===== src/rtl/epd_seq_pkg.sv =====
package epd_seq_pkg;

  localparam int unsigned IDX_W   = 6;
  localparam int unsigned PANEL_W = 800;
  localparam int unsigned PANEL_H = 480;

  localparam logic [1:0] SEL_INIT    = 2'd0;
  localparam logic [1:0] SEL_REFRESH = 2'd1;
  localparam logic [1:0] SEL_WRITE   = 2'd2;
  localparam logic [1:0] SEL_PWROFF  = 2'd3;

  localparam logic [7:0] MASK_REFRESH = 8'hF7;
  localparam logic [7:0] MASK_PWROFF  = 8'h83;
  localparam logic [7:0] SWRST_WAIT_MS = 8'd10;

  typedef enum logic [2:0] {
    ET_CMD, ET_DATA, ET_DELAY, ET_WAITB, ET_BULK, ET_END
  } ent_kind_e;

  typedef struct packed {
    ent_kind_e  kind;
    logic [7:0] arg;
  } seq_ent_t;

  function automatic logic [7:0] lo8(input int unsigned v);
    return v[7:0];
  endfunction

  function automatic logic [7:0] hi8(input int unsigned v);
    return v[15:8];
  endfunction

  function automatic seq_ent_t mk(input ent_kind_e k, input logic [7:0] a);
    seq_ent_t e;
    e.kind = k;
    e.arg  = a;
    return e;
  endfunction

  // Power-up list: reset, setup, full-screen RAM window.
  function automatic seq_ent_t init_entry(input logic [IDX_W-1:0] i);
    case (i)
      6'd0:  return mk(ET_CMD,   8'h12);
      6'd1:  return mk(ET_DELAY, SWRST_WAIT_MS);
      6'd2:  return mk(ET_WAITB, 8'h00);
      6'd3:  return mk(ET_CMD,   8'h18);
      6'd4:  return mk(ET_DATA,  8'h80);
      6'd5:  return mk(ET_CMD,   8'h0C);
      6'd6:  return mk(ET_DATA,  8'hAE);
      6'd7:  return mk(ET_DATA,  8'hC7);
      6'd8:  return mk(ET_DATA,  8'hC3);
      6'd9:  return mk(ET_DATA,  8'hC0);
      6'd10: return mk(ET_DATA,  8'h40);
      6'd11: return mk(ET_CMD,   8'h01);
      6'd12: return mk(ET_DATA,  lo8(PANEL_H - 1));
      6'd13: return mk(ET_DATA,  hi8(PANEL_H - 1));
      6'd14: return mk(ET_DATA,  8'h02);
      6'd15: return mk(ET_CMD,   8'h3C);
      6'd16: return mk(ET_DATA,  8'h01);
      6'd17: return mk(ET_CMD,   8'h11);
      6'd18: return mk(ET_DATA,  8'h03);
      6'd19: return mk(ET_CMD,   8'h44);
      6'd20: return mk(ET_DATA,  8'h00);
      6'd21: return mk(ET_DATA,  8'h00);
      6'd22: return mk(ET_DATA,  lo8(PANEL_W - 1));
      6'd23: return mk(ET_DATA,  hi8(PANEL_W - 1));
      6'd24: return mk(ET_CMD,   8'h45);
      6'd25: return mk(ET_DATA,  8'h00);
      6'd26: return mk(ET_DATA,  8'h00);
      6'd27: return mk(ET_DATA,  lo8(PANEL_H - 1));
      6'd28: return mk(ET_DATA,  hi8(PANEL_H - 1));
      6'd29: return mk(ET_CMD,   8'h4E);
      6'd30: return mk(ET_DATA,  8'h00);
      6'd31: return mk(ET_DATA,  8'h00);
      6'd32: return mk(ET_CMD,   8'h4F);
      6'd33: return mk(ET_DATA,  8'h00);
      6'd34: return mk(ET_DATA,  8'h00);
      default: return mk(ET_END, 8'h00);
    endcase
  endfunction

  // Update trigger: mask, activate, wait.
  function automatic seq_ent_t update_entry(input logic [IDX_W-1:0] i,
                                            input logic [7:0] mask);
    case (i)
      6'd0: return mk(ET_CMD,   8'h22);
      6'd1: return mk(ET_DATA,  mask);
      6'd2: return mk(ET_CMD,   8'h20);
      6'd3: return mk(ET_WAITB, 8'h00);
      default: return mk(ET_END, 8'h00);
    endcase
  endfunction

  function automatic seq_ent_t write_entry(input logic [IDX_W-1:0] i);
    case (i)
      6'd0: return mk(ET_CMD,  8'h24);
      6'd1: return mk(ET_BULK, 8'h00);
      default: return mk(ET_END, 8'h00);
    endcase
  endfunction

  function automatic seq_ent_t seq_lookup(input logic [1:0] sel,
                                          input logic [IDX_W-1:0] i);
    case (sel)
      SEL_INIT:    return init_entry(i);
      SEL_REFRESH: return update_entry(i, MASK_REFRESH);
      SEL_WRITE:   return write_entry(i);
      default:     return update_entry(i, MASK_PWROFF);
    endcase
  endfunction

endpackage


===== src/rtl/epd_seq_rom.sv =====
module epd_seq_rom
  import epd_seq_pkg::*;
(
  input  logic [1:0]       sel,
  input  logic [IDX_W-1:0] idx,
  output seq_ent_t         ent
);
  assign ent = seq_lookup(sel, idx);
endmodule


===== src/rtl/epd_ms_tick.sv =====
module epd_ms_tick #(
  parameter int unsigned TICKS_PER_MS = 50000
) (
  input  logic clk,
  input  logic rst_n,
  input  logic clr,
  output logic tick
);
  localparam int unsigned CW = (TICKS_PER_MS > 2) ? $clog2(TICKS_PER_MS) : 1;
  localparam logic [CW-1:0] LAST = CW'(TICKS_PER_MS - 1);

  logic [CW-1:0] cnt;

  always_ff @(posedge clk or negedge rst_n) begin
    if (!rst_n) begin
      cnt  <= '0;
      tick <= 1'b0;
    end else if (clr) begin
      cnt  <= '0;
      tick <= 1'b0;
    end else if (cnt == LAST) begin
      cnt  <= '0;
      tick <= 1'b1;
    end else begin
      cnt  <= cnt + 1'b1;
      tick <= 1'b0;
    end
  end
endmodule


===== src/rtl/epd_spi_byte.sv =====
module epd_spi_byte #(
  parameter int unsigned HALF_CYC = 2
) (
  input  logic       clk,
  input  logic       rst_n,
  input  logic       go,
  input  logic [7:0] din,
  output logic       sclk,
  output logic       mosi,
  output logic       done
);
  localparam int unsigned CW = (HALF_CYC > 2) ? $clog2(HALF_CYC) : 1;
  localparam logic [CW-1:0] PH_LAST = CW'(HALF_CYC - 1);

  logic          active;
  logic [CW-1:0] ph;
  logic [2:0]    bitn;
  logic [7:0]    sh;

  always_ff @(posedge clk or negedge rst_n) begin
    if (!rst_n) begin
      active <= 1'b0;
      ph     <= '0;
      bitn   <= '0;
      sh     <= '0;
      sclk   <= 1'b0;
      done   <= 1'b0;
    end else begin
      done <= 1'b0;
      if (!active) begin
        if (go) begin
          sh     <= din;
          active <= 1'b1;
          bitn   <= '0;
          ph     <= '0;
          sclk   <= 1'b0;
        end
      end else if (ph == PH_LAST) begin
        ph <= '0;
        if (!sclk) begin
          sclk <= 1'b1;
        end else begin
          sclk <= 1'b0;
          if (bitn == 3'd7) begin
            active <= 1'b0;
            done   <= 1'b1;
          end else begin
            bitn <= bitn + 3'd1;
            sh   <= {sh[6:0], 1'b0};
          end
        end
      end else begin
        ph <= ph + 1'b1;
      end
    end
  end

  assign mosi = sh[7];
endmodule


===== src/rtl/epd_seq_engine.sv =====
module epd_seq_engine
  import epd_seq_pkg::*;
#(
  parameter int unsigned TICKS_PER_MS = 50000,
  parameter int unsigned SCLK_HALF    = 2,
  parameter int unsigned RST_HI_MS    = 20,
  parameter int unsigned RST_LO_MS    = 2,
  parameter int unsigned BUSY_TMO_MS  = 10000,
  parameter int unsigned SETTLE_CYC   = 16
) (
  input  logic       clk,
  input  logic       rst_n,
  input  logic       start,
  input  logic [1:0] seq_sel,
  input  logic       pix_valid,
  input  logic [7:0] pix_data,
  input  logic       pix_last,
  output logic       pix_ready,
  input  logic       epd_busy,
  output logic       spi_sclk,
  output logic       spi_mosi,
  output logic       spi_cs_n,
  output logic       epd_dc,
  output logic       epd_rst_n,
  output logic       done,
  output logic       timed_out
);
  localparam int unsigned MS_MAX = (BUSY_TMO_MS > RST_HI_MS) ? BUSY_TMO_MS : RST_HI_MS;
  localparam int unsigned MSW    = $clog2(MS_MAX + 256);
  localparam int unsigned STW    = (SETTLE_CYC > 2) ? $clog2(SETTLE_CYC) : 1;

  typedef enum logic [3:0] {
    S_IDLE, S_RHI1, S_RLO, S_RHI2, S_FETCH, S_SEND, S_DELAY,
    S_SETTLE, S_WAITB, S_BWAIT, S_BSEND, S_FIN
  } st_e;

  st_e              state;
  logic [1:0]       sel_q;
  logic [IDX_W-1:0] idx_q;
  logic [MSW-1:0]   ms_cnt;
  logic [MSW-1:0]   ms_target;
  logic [STW-1:0]   set_cnt;
  logic [7:0]       dly_q;
  logic             last_q;
  logic             busy_m, busy_s;
  logic             tick, tick_clr, timed_state, ms_hit;
  seq_ent_t         ent;
  logic             sb_go, sb_done;
  logic [7:0]       sb_din;

  // Named events for the checker.
  logic ev_byte_done, ev_timeout, ev_busy_clear;

  epd_seq_rom u_rom (
    .sel (sel_q),
    .idx (idx_q),
    .ent (ent)
  );

  epd_ms_tick #(.TICKS_PER_MS(TICKS_PER_MS)) u_tick (
    .clk   (clk),
    .rst_n (rst_n),
    .clr   (tick_clr),
    .tick  (tick)
  );

  epd_spi_byte #(.HALF_CYC(SCLK_HALF)) u_shift (
    .clk   (clk),
    .rst_n (rst_n),
    .go    (sb_go),
    .din   (sb_din),
    .sclk  (spi_sclk),
    .mosi  (spi_mosi),
    .done  (sb_done)
  );

  always_ff @(posedge clk or negedge rst_n) begin
    if (!rst_n) begin
      busy_m <= 1'b0;
      busy_s <= 1'b0;
    end else begin
      busy_m <= epd_busy;
      busy_s <= busy_m;
    end
  end

  always_comb begin
    timed_state = (state == S_RHI1) || (state == S_RLO) || (state == S_RHI2) ||
                  (state == S_DELAY) || (state == S_WAITB);
    tick_clr = !timed_state;
    case (state)
      S_RLO:   ms_target = MSW'(RST_LO_MS);
      S_DELAY: ms_target = MSW'(dly_q);
      S_WAITB: ms_target = MSW'(BUSY_TMO_MS);
      default: ms_target = MSW'(RST_HI_MS);
    endcase
    ms_hit = tick && (ms_cnt + 1'b1 >= ms_target);
  end

  always_comb begin
    sb_go  = ((state == S_FETCH) && ((ent.kind == ET_CMD) || (ent.kind == ET_DATA))) ||
             ((state == S_BWAIT) && pix_valid);
    sb_din = (state == S_BWAIT) ? pix_data : ent.arg;
  end

  assign pix_ready     = (state == S_BWAIT);
  assign done          = (state == S_FIN);
  assign ev_byte_done  = sb_done;
  assign ev_timeout    = (state == S_WAITB) && busy_s && ms_hit;
  assign ev_busy_clear = (state == S_WAITB) && !busy_s;

  always_ff @(posedge clk or negedge rst_n) begin
    if (!rst_n) begin
      ms_cnt <= '0;
    end else if (!timed_state || ms_hit) begin
      ms_cnt <= '0;
    end else if (tick) begin
      ms_cnt <= ms_cnt + 1'b1;
    end
  end

  always_ff @(posedge clk or negedge rst_n) begin
    if (!rst_n) begin
      state     <= S_IDLE;
      sel_q     <= SEL_INIT;
      idx_q     <= '0;
      set_cnt   <= '0;
      dly_q     <= 8'd1;
      last_q    <= 1'b0;
      spi_cs_n  <= 1'b1;
      epd_dc    <= 1'b1;
      epd_rst_n <= 1'b1;
      timed_out <= 1'b0;
    end else begin
      case (state)
        S_IDLE: begin
          if (start) begin
            sel_q     <= seq_sel;
            idx_q     <= '0;
            timed_out <= 1'b0;
            state     <= (seq_sel == SEL_INIT) ? S_RHI1 : S_FETCH;
          end
        end
        S_RHI1: begin
          if (ms_hit) begin
            epd_rst_n <= 1'b0;
            state     <= S_RLO;
          end
        end
        S_RLO: begin
          if (ms_hit) begin
            epd_rst_n <= 1'b1;
            state     <= S_RHI2;
          end
        end
        S_RHI2: begin
          if (ms_hit) state <= S_FETCH;
        end
        S_FETCH: begin
          case (ent.kind)
            ET_CMD: begin
              spi_cs_n <= 1'b0;
              epd_dc   <= 1'b0;
              state    <= S_SEND;
            end
            ET_DATA: begin
              spi_cs_n <= 1'b0;
              epd_dc   <= 1'b1;
              state    <= S_SEND;
            end
            ET_DELAY: begin
              dly_q <= (ent.arg == 8'd0) ? 8'd1 : ent.arg;
              idx_q <= idx_q + 1'b1;
              state <= S_DELAY;
            end
            ET_WAITB: begin
              set_cnt <= '0;
              idx_q   <= idx_q + 1'b1;
              state   <= S_SETTLE;
            end
            ET_BULK: begin
              spi_cs_n <= 1'b0;
              epd_dc   <= 1'b1;
              idx_q    <= idx_q + 1'b1;
              state    <= S_BWAIT;
            end
            default: state <= S_FIN;
          endcase
        end
        S_SEND: begin
          if (sb_done) begin
            spi_cs_n <= 1'b1;
            epd_dc   <= 1'b1;
            idx_q    <= idx_q + 1'b1;
            state    <= S_FETCH;
          end
        end
        S_DELAY: begin
          if (ms_hit) state <= S_FETCH;
        end
        S_SETTLE: begin
          if (set_cnt == STW'(SETTLE_CYC - 1)) state <= S_WAITB;
          else set_cnt <= set_cnt + 1'b1;
        end
        S_WAITB: begin
          if (!busy_s) begin
            state <= S_FETCH;
          end else if (ms_hit) begin
            timed_out <= 1'b1;
            state     <= S_FIN;
          end
        end
        S_BWAIT: begin
          if (pix_valid) begin
            last_q <= pix_last;
            state  <= S_BSEND;
          end
        end
        S_BSEND: begin
          if (sb_done) begin
            if (last_q) begin
              spi_cs_n <= 1'b1;
              state    <= S_FETCH;
            end else begin
              state <= S_BWAIT;
            end
          end
        end
        default: state <= S_IDLE;
      endcase
    end
  end
endmodule


===== config.mk =====
export PLATFORM = sky130hd
export DESIGN_NAME = epd_seq_engine
export DESIGN_NICKNAME = d
export VERILOG_FILES = /design/src/rtl/epd_seq_pkg.sv /design/src/rtl/epd_seq_rom.sv /design/src/rtl/epd_ms_tick.sv /design/src/rtl/epd_spi_byte.sv /design/src/rtl/epd_seq_engine.sv
export SDC_FILE = /design/constraint.sdc
export NUM_CORES = 1
export LEC_CHECK = 0
export BUFFER_PORTS_ARGS = -buffer_cell sky130_fd_sc_hd__buf_2
export CAP_MARGIN = 20
export CORE_MARGIN = 2
export CORE_UTILIZATION = 38
export DETAILED_ROUTE_END_ITERATION = 16
export PLACE_DENSITY = 0.62
export SYNTH_ARGS = -nofsm -noshare
export SYNTH_HDL_FRONTEND = slang
export SYNTH_SLANG_ARGS = --single-unit
export TNS_END_PERCENT = 20

===== constraint.sdc =====
create_clock -name clk -period 6.69 [get_ports clk]
set_input_delay 0.3345 -clock clk [delete_from_list [all_inputs] [get_ports clk]]
set_output_delay 0.3345 -clock clk [all_outputs]
set_load 0.05 [all_outputs]

== Yosys cells after proc, flatten, opt, wreduce, memory -nomap -nowiden ==
Memories as Yosys holds them, arrays and structs flattened.
Index checks and enable logic that the tools add are counted.

* Register bits: 77
* ROM bits: 704
* Input bits: 16
* Output and inout port bits: 8
* Logic and storage cells: 186
* Memories: 1

{| class="wikitable"
|+ Memories
! name !! words !! width !! read ports !! clocked after Yosys merged registers in !! wr ports !! line !! text
|-
| (no name shown) || 64 || 11 || 1 || 0 || 0 || epd_seq_pkg.sv:42 || <nowiki>case (i)</nowiki>
|}

* $add $sub $neg: 6
* Magnitude comparators: 1
* Equal/unequal tests: 43
* Muxes and demuxes: 72
* Reductions and logical operators: 42

{| class="wikitable"
|+ Operator list
! cell !! count
|-
| 11-bit case mux with 4 select lines || 2
|-
| 8-bit two-way mux || 7
|-
| 4-bit two-way mux || 13
|-
| 14-bit case mux with 3 select lines || 1
|-
| 4-bit case mux with 10 select lines || 1
|-
| 11-bit case mux with 3 select lines || 1
|-
| 16-bit two-way mux || 2
|-
| 14-bit two-way mux || 2
|-
| 2-bit != test, second input constant || 13
|-
| 1-bit two-way mux || 25
|-
| 11-bit case mux with 2 select lines || 1
|-
| 4-bit equality test, second input constant || 5
|-
| 3-bit two-way mux || 6
|-
| 6-bit two-way mux || 3
|-
| 6-bit case mux with 3 select lines || 1
|-
| 16-bit by 1-bit adder with 16-bit output, second input constant || 1
|-
| 16-bit equality test, second input constant || 1
|-
| 4-bit by 3-bit equality test with 1-bit output, second input constant || 4
|-
| 4-bit case mux with 4 select lines || 1
|-
| 14-bit by 1-bit adder with 14-bit output, second input constant || 1
|-
| 14-bit greater-or-equal comparator || 1
|-
| 6-bit by 2-bit equality test with 1-bit output, second input constant || 2
|-
| 4-bit AND reduction || 3
|-
| 2-bit nonzero test || 6
|-
| other kinds (33) || 61
|}

== Logic depth before layout (Yosys ltp) ==
* Depth after elaboration: 9
* Gate-level depth with buffers: 14
* Gate-level depth less buffers: 12

== Cells and area by module ==
From an unflattened synthesis, not the netlist that was laid out.

* Cells, all modules: 582
* Area total of the unflattened synthesis: 5,355.1 um^2

{| class="wikitable"
|+ Modules (own cells, without submodules)
! module !! instances !! cells each !! area each (um^2)
|-
| epd_seq_engine || 1 || 330 || 2,997.9
|-
| epd_ms_tick || 1 || 82 || 819.5
|-
| epd_seq_rom || 1 || 116 || 805.8
|-
| epd_spi_byte || 1 || 54 || 732.0
|}

== Worst setup path before layout ==
No wires, ideal clock.

* Path type: reg-to-reg
* From: register ms_cnt[0]
* To: register ms_cnt[11]
* Setup time: 83 ps
* Arrival: 3,016 ps
* Required time: 6,607 ps
* Setup slack: 3,591 ps
* Cell stages (with the launch flop): 14
* Path buffers: 1
* Clock period less this slack: 3,099 ps
* Cell sequence: dfrtp_1 -> ha_1 -> and4_1 -> nand2_1 -> xnor2_1 -> ha_1 -> nand2_1 -> nor2_1 -> a221o_1 -> o32a_1 -> o211ai_2 -> buf_2 -> nand4_1 -> o22ai_1

* Word-level cells in the longest chain between the ends: 5
* Elaborated cells on any way between the ends: 7

{| class="wikitable"
|+ Ends and longest elaborated chain
! item !! line !! text
|-
| from (decl) || epd_seq_engine.sv:40 || <nowiki>logic [MSW-1:0] ms_cnt;</nowiki>
|-
| from (signal assigned) || epd_seq_engine.sv:118 || <nowiki>ms_cnt <= ms_cnt + 1'b1;</nowiki>
|-
| 14-bit by 1-bit adder with 14-bit output (*) || epd_seq_engine.sv:97, epd_seq_engine.sv:118 ||
|-
| 14-bit greater-or-equal comparator || epd_seq_engine.sv:97 || <nowiki>ms_hit = tick && (ms_cnt + 1'b1 >= ms_target);</nowiki>
|-
| 1-bit logical AND || epd_seq_engine.sv:97 ||
|-
| 1-bit logical OR || epd_seq_engine.sv:115 || <nowiki>end else if (!timed_state || ms_hit) begin</nowiki>
|-
| 14-bit two-way mux / 2-bit nonzero test (equally long branches) || -- ||
|}

Every way passes the cells marked *; elsewhere a longest branch is shown, timed or not. The select of a mux whose other input is x is not followed.
A chain may end at the register's enable or synchronous reset.

== Final worst setup path ==
* From: register state[1]
* To: register ms_cnt[8]

* Word-level cells in the longest chain between the ends: 8
* Elaborated cells on any way between the ends: 16

{| class="wikitable"
|+ Ends and longest elaborated chain
! item !! line !! text
|-
| from (decl) || epd_seq_engine.sv:37 || <nowiki>st_e state;</nowiki>
|-
| from (signal assigned) || epd_seq_engine.sv:141 || <nowiki>state <= (seq_sel == SEL_INIT) ? S_RHI1 : S_FETCH;</nowiki>
|-
| branches (longest 6 deep; another with 14-bit greater-or-equal comparator) || -- ||
|-
| 1-bit logical OR (*) || epd_seq_engine.sv:115 ||
|-
| 14-bit two-way mux / 2-bit nonzero test (equally long branches) || -- ||
|}

Every way passes the cells marked *.

==> flow_summary.ini <==
[power_and_ir_drop]
swShare_pct = 43.9
internal_power_w = 0.00122
p_comb_share_pct = 44.7
p_clk_share_pct = 22.1
powerDensity_nw_per_um2 = 380
vdd.ir_drop.worst_mv = 0.162
leakage_nw = 2.45
switching_power_w = 0.000959
pwr-share-seq_pct = 33.1

[finish]
drive_above_1_share_pct = 11.3
fin_area_um2 = 5740
fillers = 1315
area_growth_pct = 9.55
final_cell_mix = nor2_1 (75), dfrtp_1 (73), nand2_1 (63)
finalNonFillerCells = 795
final_common_cell = nor2_1
final_core_util_pct = 43.0
diodes = 0
nNetsFinal = 656

[clock_network]
cts_post_setup_buffers_inserted = 0
clock-sinks = 77
cts_resized = 0
hold_buffers = 0
htree_num_levels = 3
cts_buffers = 9
insertion_delay_ns = 0.33
clockBufferDepth = 2
clk_pin_slew_ns = 0.06
clockRootBuffer = clkbuf_16
cts_tree = done

[detailed_routing]
drc = 0
drt_pass1_iterations = 5
ant_nets = 0
vias = 4492
via_per_inst = 5.65
wl_mm = 12.4
routedWlPerCell_um = 15.6
drt-initial-drc-count = 550

[sta]
post-route-period-util_pct = 58.9
max_freq_ghz = 0.254
fin_ws_ns = 2.75
finalSetupTns_ns = 0
finalMaxSlewViolations = 0
tightest_slew_ns = 0.997
relSlewSlack_pct = 33.5
fin_crit_ns = 3.94
rsz0062_at_grt = no
hold_violations = 0
setup_viol = 0
fin_skew_ns = 0.00765

[synthesis]
synth-async-reset-ratio_pct = 100
ys_seq_area_share_pct = 36.8
syn_nets = 651
ys_types = 75
avgSynthCellArea_um2 = 8.61
synth_edf_count = 0
syn_area_um2 = 5240
synthFlopType = dfrtp_1
synth_seq_cells = 77
synthCells = 609
ys_warn_count = 0

[place]
io_buffers = 23
postPlaceCellArea_um2 = 5450
routabilityCongestion = 0.902
post-place-ws_ns = 2.82
dp.cells = 779
dpl.hpwl_mm = 8.89

[global_route]
grt_max_degree = 78
first_global_vias = 4194
track_usage_pct = 17.6
grt_pass1_wl_mm = 20.9
antenna_found_initial = 0
grt.overflow.total = 0

[critical_path]
critical_path.startpoint_type = register
arrival_ns = 4.18
cp-end-kind = register
critPathMaxFanout = 20
path_class = reg2reg
crit_required_ns = 6.94

[floorplan]
start_util_pct = 39.3
die-area_um2 = 14800
dieHeight_um = 121
core_um2 = 13300
chipWidth_um = 121
num_rows = 42
io_pins = 24

[run_status]
outcome = complete, no violations

[job]
cap_violations = 0

[hold_path]
hold_path_class = in2reg
[synthesized netlist by cell type, drive strengths merged, types with 3 or more instances]
library cell / instances / area (µm²)
nor2b: 8 / 50.1
a21oi: 40 / 223
a311oi: 5 / 43.8
dfrtp: 73 / 1830
clkbuf: 20 / 75.1
a31o: 3 / 26.3
dfstp: 4 / 105
and3: 10 / 62.6
xor2: 14 / 123
o22ai: 9 / 56.3
o21ai: 32 / 160
o21a: 3 / 22.5
and4: 4 / 37.5
a31oi: 14 / 103
nor3: 13 / 70.1
nor2: 76 / 288
nand4: 7 / 50.1
a22o: 8 / 70.1
a211o: 3 / 26.3
mux2i: 6 / 60.1
or3: 3 / 18.8
nand2b: 14 / 87.6
inv: 25 / 93.8
nand3: 26 / 130
nand3b: 6 / 45.0
buf: 9 / 55.1
o31ai: 7 / 52.6
or4: 4 / 37.5
ha: 26 / 325
mux2: 9 / 101
nor4: 3 / 25.0
a211oi: 5 / 37.5
o211ai: 7 / 57.6
and2: 7 / 43.8
nand2: 64 / 243
xnor2: 13 / 114
[per-stage QoR]
stage          total power (W)  hold slack, ns
3_3_place_gp           0.00167           0.356
6_report               0.00218           0.107
4_1_cts                0.00219          0.0938
5_1_grt                0.00235          0.0930
3_5_place_dp           0.00169           0.356
2_1_floorplan          0.00146          0.0389
[final cells by class]
cell class              instances  area [µm²]  area share, %
clock buffers                  11         233           4.05
clock inverters                 5        60.1           1.05
inverters                      25        93.8           1.63
multi-input cells             478        3090           53.7
flip-flops and latches         77        1930           33.6
well taps                     176         220           3.83
repair buffers                 23         118           2.05
[state kept, by name (all words and copies together), names as in the netlist, 2 cells and up]
name          count
u_tick.cnt       16
state             4
idx_q             6
ms_cnt           14
set_cnt           4
sel_q             2
u_shift.bitn      3
u_shift.sh        8
dly_q             8
[worst max-delay path: stages (launching register included)]
cell	delay (ns)
dfrtp_1	0.76
nand2b_1	0.32
nor2_1	0.32
nand2_1	0.10
ha_1	0.31
and4_1	0.22
a221o_1	0.29
o32a_1	0.30
o211ai_2	0.61
nand4_1	0.35
o22ai_1	0.27
[power by group through the flow]
stage	sequential, W	combinational, W	clock, W
after floorplan	0.000659	0.000802	0
after global placement	0.000721	0.000948	0
after detailed placement	0.000730	0.000962	0
after CTS	0.000721	0.000968	0.000497
after global routing	0.000743	0.00109	0.000519
final	0.000723	0.000977	0.000484
[per-layer routing]
| metal | wire (µm) | global-route usage, % | vias up |
|---|---|---|---|
| met1 | 6000 | 25.5 | 2164 |
| met5 | 0 | 0 | - |
| met4 | 167 | 5.24 | 0 |
| met2 | 5780 | 26.8 | 113 |
| met3 | 489 | 2.96 | 15 |
| li1 | - | - | 2200 |
[kinds of logic after synthesis]
group | synth area share [%]
adders and majority gates | 6.21
DFF | 36.8
buffers and inverters | 4.27
xor gates and xnor gates | 4.51
muxes | 3.94
AOI/OAI and AO/OA | 20.4
and+or+nand+nor | 23.8
[final timing paths]
| kind | startpoint | end | slack, ns | depth (start not counted) |
|---|---|---|---|---|
| worst max-delay path | state[1]$_DFFE_PN0P_ | ms_cnt[8]$_DFFE_PN0P_ | 2.75 | 10 |
| worst min-delay path | epd_busy | busy_m$_DFF_PN0_ | 0.11 | 1 |
| worst max register to register | state[1]$_DFFE_PN0P_ | ms_cnt[8]$_DFFE_PN0P_ | 2.75 | 10 |
| worst min register to register | busy_m$_DFF_PN0_ | busy_s$_DFF_PN0_ | 0.36 | 0 |
| max in group asynchronous | rst_n | u_shift.sh[4]$_DFFE_PN0P_ | 5.89 | 1 |
| min in group asynchronous | rst_n | u_shift.bitn[0]$_DFFE_PN0P_ | 0.13 | 1 |
(Power assumes the default switching activity.)
